===== config.mk =====
export PLATFORM = sky130hd
export DESIGN_NAME = acc_alu
export DESIGN_NICKNAME = d
export VERILOG_FILES = /design/src/rtl/acc_alu_pkg.sv /design/src/rtl/acc_alu_addsub.sv /design/src/rtl/acc_alu_logic.sv /design/src/rtl/acc_alu_flagreg.sv /design/src/rtl/acc_alu.sv
export SDC_FILE = /design/constraint.sdc
export NUM_CORES = 1
export LEC_CHECK = 0
export BUFFER_PORTS_ARGS = -buffer_cell sky130_fd_sc_hd__buf_2
export CORE_ASPECT_RATIO = 0.9
export CORE_MARGIN = 5
export CORE_UTILIZATION = 58
export CTS_BUF_LIST = sky130_fd_sc_hd__clkbuf_4 sky130_fd_sc_hd__clkbuf_8
export DETAILED_ROUTE_END_ITERATION = 6
export PLACE_DENSITY = 0.84
export SYNTH_ARGS = -nofsm -noshare
export SYNTH_HDL_FRONTEND = slang
export SYNTH_SLANG_ARGS = --single-unit

===== constraint.sdc =====
create_clock -name clk -period 5.15 [get_ports clk]
set_clock_uncertainty 0.05 [all_clocks]
set_input_delay 0.7725 -clock clk [delete_from_list [all_inputs] [get_ports clk]]
set_output_delay 0.7725 -clock clk [all_outputs]
set_load 0.01 [all_outputs]

===== src/rtl/acc_alu_pkg.sv =====
package acc_alu_pkg;

    typedef enum logic [3:0] {
        OP_ADD = 4'd0,
        OP_ADC = 4'd1,
        OP_SUB = 4'd2,
        OP_SBB = 4'd3,
        OP_AND = 4'd4,
        OP_XOR = 4'd5,
        OP_OR  = 4'd6,
        OP_CMP = 4'd7,
        OP_INC = 4'd8,
        OP_DEC = 4'd9
    } alu_op_e;

    typedef struct packed {
        logic sign;
        logic zero;
        logic aux;
        logic par;
        logic cy;
    } flags_t;

    localparam int FLAG_W = $bits(flags_t);

    function automatic logic op_valid(input logic [3:0] code);
        return code <= 4'd9;
    endfunction

    function automatic logic op_is_logic(input alu_op_e code);
        return (code == OP_AND) || (code == OP_XOR) || (code == OP_OR);
    endfunction

    function automatic logic op_writes_acc(input alu_op_e code, input logic to_acc);
        case (code)
            OP_CMP:         return 1'b0;
            OP_INC, OP_DEC: return to_acc;
            default:        return op_valid(code);
        endcase
    endfunction

endpackage


===== src/rtl/acc_alu_addsub.sv =====
module acc_alu_addsub #(
    parameter int DATA_W = 8,
    parameter int NIB_W  = 4
) (
    input  logic [DATA_W-1:0] x,
    input  logic [DATA_W-1:0] y,
    input  logic              cin,
    input  logic              sub,
    output logic [DATA_W-1:0] sum,
    output logic              cout,
    output logic              aux
);
    localparam int HI_W = DATA_W - NIB_W;

    logic [DATA_W-1:0] y_eff;
    logic              c0;
    logic [NIB_W:0]    lo;
    logic [HI_W:0]     hi;

    always_comb begin
        y_eff = sub ? ~y : y;
        c0    = sub ? ~cin : cin;
        lo    = {1'b0, x[NIB_W-1:0]} + {1'b0, y_eff[NIB_W-1:0]} + {{NIB_W{1'b0}}, c0};
        hi    = {1'b0, x[DATA_W-1:NIB_W]} + {1'b0, y_eff[DATA_W-1:NIB_W]}
              + {{HI_W{1'b0}}, lo[NIB_W]};
        sum   = {hi[HI_W-1:0], lo[NIB_W-1:0]};
        cout  = hi[HI_W] ^ sub;
        aux   = lo[NIB_W] ^ sub;
    end
endmodule


===== src/rtl/acc_alu_logic.sv =====
module acc_alu_logic
    import acc_alu_pkg::*;
#(
    parameter int DATA_W = 8
) (
    input  alu_op_e           code,
    input  logic [DATA_W-1:0] a,
    input  logic [DATA_W-1:0] b,
    output logic [DATA_W-1:0] res
);
    for (genvar i = 0; i < DATA_W; i++) begin : g_bit
        always_comb begin
            case (code)
                OP_AND:  res[i] = a[i] & b[i];
                OP_XOR:  res[i] = a[i] ^ b[i];
                default: res[i] = a[i] | b[i];
            endcase
        end
    end
endmodule


===== src/rtl/acc_alu_flagreg.sv =====
module acc_alu_flagreg
    import acc_alu_pkg::*;
#(
    parameter int DATA_W = 8
) (
    input  logic              clk,
    input  logic              rst,
    input  logic              upd,
    input  logic [DATA_W-1:0] res,
    input  logic              aux_n,
    input  logic              cy_n,
    output flags_t            q
);
    flags_t d;

    always_comb begin
        d.sign = res[DATA_W-1];
        d.zero = (res == '0);
        d.aux  = aux_n;
        d.par  = ~^res;
        d.cy   = cy_n;
    end

    always_ff @(posedge clk) begin
        if (rst)      q <= '0;
        else if (upd) q <= d;
    end
endmodule


===== src/rtl/acc_alu.sv =====
module acc_alu
    import acc_alu_pkg::*;
#(
    parameter int DATA_W = 8,
    parameter int NIB_W  = 4
) (
    input  logic                clk,
    input  logic                rst,
    input  logic                alu_en,
    input  logic [3:0]          op,
    input  logic                tgt_acc,
    input  logic [DATA_W-1:0]   acc_in,
    input  logic [DATA_W-1:0]   opnd_in,
    output logic [DATA_W-1:0]   result,
    output logic                acc_wr,
    output logic [FLAG_W-1:0]   flags
);
    alu_op_e           code;
    flags_t            fq;
    logic [DATA_W-1:0] src, as_x, as_y, as_sum, lg_res;
    logic              as_cin, as_sub, as_cout, as_aux;
    logic              aux_n, cy_n, upd;

    assign code = alu_op_e'(op);
    assign src  = tgt_acc ? acc_in : opnd_in;

    always_comb begin
        as_x   = acc_in;
        as_y   = opnd_in;
        as_cin = 1'b0;
        as_sub = 1'b0;
        case (code)
            OP_ADC:         as_cin = fq.cy;
            OP_SUB, OP_CMP: as_sub = 1'b1;
            OP_SBB: begin
                as_sub = 1'b1;
                as_cin = fq.cy;
            end
            OP_INC: begin
                as_x   = src;
                as_y   = '0;
                as_cin = 1'b1;
            end
            OP_DEC: begin
                as_x   = src;
                as_y   = '0;
                as_cin = 1'b1;
                as_sub = 1'b1;
            end
            default: ;
        endcase
    end

    acc_alu_addsub #(.DATA_W(DATA_W), .NIB_W(NIB_W)) u_addsub (
        .x(as_x), .y(as_y), .cin(as_cin), .sub(as_sub),
        .sum(as_sum), .cout(as_cout), .aux(as_aux)
    );

    acc_alu_logic #(.DATA_W(DATA_W)) u_logic (
        .code(code), .a(acc_in), .b(opnd_in), .res(lg_res)
    );

    always_comb begin
        if (!op_valid(op)) begin
            result = acc_in;
            aux_n  = fq.aux;
            cy_n   = fq.cy;
        end else if (op_is_logic(code)) begin
            result = lg_res;
            aux_n  = (code == OP_AND);
            cy_n   = 1'b0;
        end else begin
            result = as_sum;
            aux_n  = as_aux;
            cy_n   = (code == OP_INC || code == OP_DEC) ? fq.cy : as_cout;
        end
        acc_wr = op_writes_acc(code, tgt_acc);
        upd    = alu_en && op_valid(op);
    end

    acc_alu_flagreg #(.DATA_W(DATA_W)) u_flags (
        .clk(clk), .rst(rst), .upd(upd), .res(result),
        .aux_n(aux_n), .cy_n(cy_n), .q(fq)
    );

    assign flags = fq;
endmodule


==> metrics.cfg <==
[outcome]
status=finished, final reports clean

[detailed_routing]
routed_wl_um=5100
firstDrtPassIters=4
via_count=1892
dr.first_iter.drc_count=164
route.detailed.vias_per_inst=5.95
ant_nets=0
wl_per_cell_um=16.0
drt_drc_violations_left=0

[placement]
place_inst=314
placement.io_buffers=37
detailedPlacementHpwl_um=4000
globalplace.congestion=0.938
placedInstanceArea_um2=2100

[die]
start_util_pct=60.8
placementRows=19
die_h_um=63.8
area_of_the_core_region_um2=3070
chipWidth_um=69.8
design.portCount=38
die_area_um2=4450

[clock_tree]
tritoncts=done
cts_htree_levels=1
numCtsBuffers=3
clock-sinks=5
cts.hold.buffers_added=0
cts_buffer_depth=2
clkLatencyLatePin_ns=0.28
path_clk_slew_ns=0.04
cts_root_buf=sky130_fd_sc_hd__clkbuf_4

[critical_path]
worst-r2r-cell-count=17
timing_worst_setup_path_type=input port to output pin
rr_endpoint=u_flags.q[1]$_SDFFE_PP0P_
path_delay_family=adder cells
timing.critical_path.required_ns=4.33
critical_path.endpoint_type=output pin
ff2ff_setup_slack_ns=0.93
crit_top_cell=sky130_fd_sc_hd__fa_1
cp-endpoint=result[5]
critPathSlowestCell=sky130_fd_sc_hd__fa_1
start_kind=input port
critical_path_s_largest_stage_delay_ns=0.41
crit_path_cell_trace=buf_2 > nand2b_2 > nor2b_1 > nand2_1 > o221ai_1 > fa_2 > fa_1 > nand2b_1 > o2bb2ai_1 > fa_1 > inv_1 > fa_1 > o21a_1 > a22o_1 > buf_2
crit_path_max_fo=8
worstSetupStartpoint=op[0]
worstSetupPathDepth=15
rr_startpoint=u_flags.q[0]$_SDFFE_PP0P_
timing.critical_path.buf_inv=3
critPathArrivalTime_ns=4.14

[pwr]
sw_frac_of_total_pct=45.8
p_int_w=0.000217
total_leakage_power_nw=1.03
pwr_density_cell_nw_per_um2=185
power.sequential.fraction_pct=11.9
totalPowerFinal_w=0.000400
switchingPower_w=0.000183
vdd_ir_drop_max_uv=99.9
part_of_the_power_in_the_clock_network_pct=14.7
share_comb_of_total_power_pct=73.4

[timing]
finalSetupViolations=0
max_freq_mhz=202
post_route_minimum_period_ns=4.96
setup-tns-final_ns=0
relSlewSlack_pct=67.5
max_transition_viols_final=0
worst_slew_pin_slew_ns=0.487
timing.final.crit_share_pct=96.3
timing.final.hold_violations=0
hold_ws_ns=0.454
rsz_0062_raised_after_global_routing=false

[logic_synthesis]
synth_cell_types=57
yosys_register_bits=5
seq_area_frac_synth_pct=5.37
post_synth_instance_area_um2=1870
synth-edff-count=0
synth_top_cell_by_area=sky130_fd_sc_hd__ha_1
dominantRegCellSynth=sky130_fd_sc_hd__dfxtp_1
postSynth.asyncResetShare_pct=0
post-synth-top-area-fraction_pct=17.4
mappedNetlistNets=292
syn-mean-instance-area_um2=7.84
synthTopCellsByArea=sky130_fd_sc_hd__ha_1 (17%), sky130_fd_sc_hd__mux2i_1 (8.0%), sky130_fd_sc_hd__dfxtp_1 (5.4%)
netlist_instances=238
synthesis.yosys.warnings=0

[finish]
layoutNonFillerInstCount=318
registers.top_by_ff_count=u_flags.q
area_delta_synth_final_pct=15.7
final_common_cell=sky130_fd_sc_hd__buf_2
layout.cells.most_common_list=sky130_fd_sc_hd__buf_2 (36), sky130_fd_sc_hd__ha_1 (26), sky130_fd_sc_hd__nand2_1 (21)
layout_top_registers=u_flags.q x5
largest_register_ff_count=5
finalInstanceArea_um2=2160
nets=331
drive_above_1_share_pct=26.1
antenna_diode_count=0

[hold_path]
startpoint_of_the_worst_hold_path=u_flags.q[3]$_SDFFE_PP0P_
min_delay_path_depth=2
hold_path.class=flip-flop to flip-flop

[global_routing]
number_of_antenna_violations_at_the_first_check_in_global_routing=0
track_usage_pct=22.4
first_global_vias=1853
grt_first_pass_wirelength_um=8340
grt_max_degree=20
global_route_total_overflow=0

[flow_run]
drv.max_cap_violation_count=0

-- power by group through the flow --
stage	clock, W	combinational (W)	sequential (W)
6_report	0.0000588	0.000294	0.0000476
2_1_floorplan	0	0.000208	0.0000509
3_3_place_gp	0	0.000282	0.0000485
5_1_grt	0.0000607	0.000328	0.0000482
4_1_cts	0.0000586	0.000289	0.0000475
3_5_place_dp	0	0.000288	0.0000481
-- stage by stage --
stage          worst slack [ns]  utilization (%)
2_1_floorplan             0.314                -
3_3_place_gp              0.237             68.3
3_5_place_dp              0.110             68.3
4_1_cts                   0.111             69.3
5_1_grt                  0.0166             70.4
6_report                  0.189             70.4
-- worst min-delay path, cell delays in order, from the launching register on --
cell	delay [ns]
sky130_fd_sc_hd__dfxtp_1	0.33
sky130_fd_sc_hd__mux2i_1	0.07
sky130_fd_sc_hd__nor2_1	0.07
-- final cells by class --
type	count	area, um^2
Clock buffer	4	30.0
Sequential cell	5	100
Tap cell	42	52.6
Inverter	21	81.3
Multi-Input combinational cell	198	1620
Fill cell	257	908
Timing Repair Buffer	48	270
-- routing by layer --
metal	share of wire (%)	vias to the layer above	GRT usage [%]	wire, um
li1	-	936	-	-
met1	42	868	28.2	2160
met2	49	78	40.1	2480
met3	7.3	10	2.98	371
met4	1.8	0	6.70	91
met5	0	-	0	0
-- Yosys cell counts (3+ instances only) --
cell type and count:
sky130_fd_sc_hd__nor2_1 20, sky130_fd_sc_hd__a21oi_1 19, sky130_fd_sc_hd__fa_1 4, sky130_fd_sc_hd__xnor2_1 5, sky130_fd_sc_hd__a22oi_1 9, sky130_fd_sc_hd__nor2b_1 7, sky130_fd_sc_hd__buf_4 4, sky130_fd_sc_hd__a211oi_1 6
sky130_fd_sc_hd__nand2b_1 5, sky130_fd_sc_hd__dfxtp_1 5, sky130_fd_sc_hd__and2_1 3, sky130_fd_sc_hd__ha_1 26, sky130_fd_sc_hd__o211ai_1 3, sky130_fd_sc_hd__a21o_1 3, sky130_fd_sc_hd__nand2_1 21, sky130_fd_sc_hd__mux2i_1 15
sky130_fd_sc_hd__o21ai_0 6, sky130_fd_sc_hd__inv_1 20, sky130_fd_sc_hd__buf_2 6
-- worst min-delay path by stage --
| stage | to | slack [ns] |
|---|---|---|
| 2_1_floorplan | u_flags.q[1]$_SDFFE_PP0P_ | 0.48 |
| 3_3_place_gp | u_flags.q[3]$_SDFFE_PP0P_ | 0.43 |
| 3_5_place_dp | u_flags.q[3]$_SDFFE_PP0P_ | 0.43 |
| 4_1_cts | u_flags.q[3]$_SDFFE_PP0P_ | 0.45 |
| 5_1_grt | u_flags.q[3]$_SDFFE_PP0P_ | 0.47 |
| 6_report | u_flags.q[3]$_SDFFE_PP0P_ | 0.45 |
-- kinds of logic after synthesis --
group | synth area share [%]
compound gates | 28.2
xor+xnor | 3.29
fa+ha+maj | 21.7
buf+inv | 9.05
flops | 5.37
mux | 11.1
simple gates | 21.3
-- timing repair --
action	4_1_cts	5_1_grt
endpoints found under the hold margin	0	0
setup buffers	0	0
setup endpoints to repair	0	3
gates resized for setup	0	7
No activity file was read; power rests on OpenSTA's default activity.
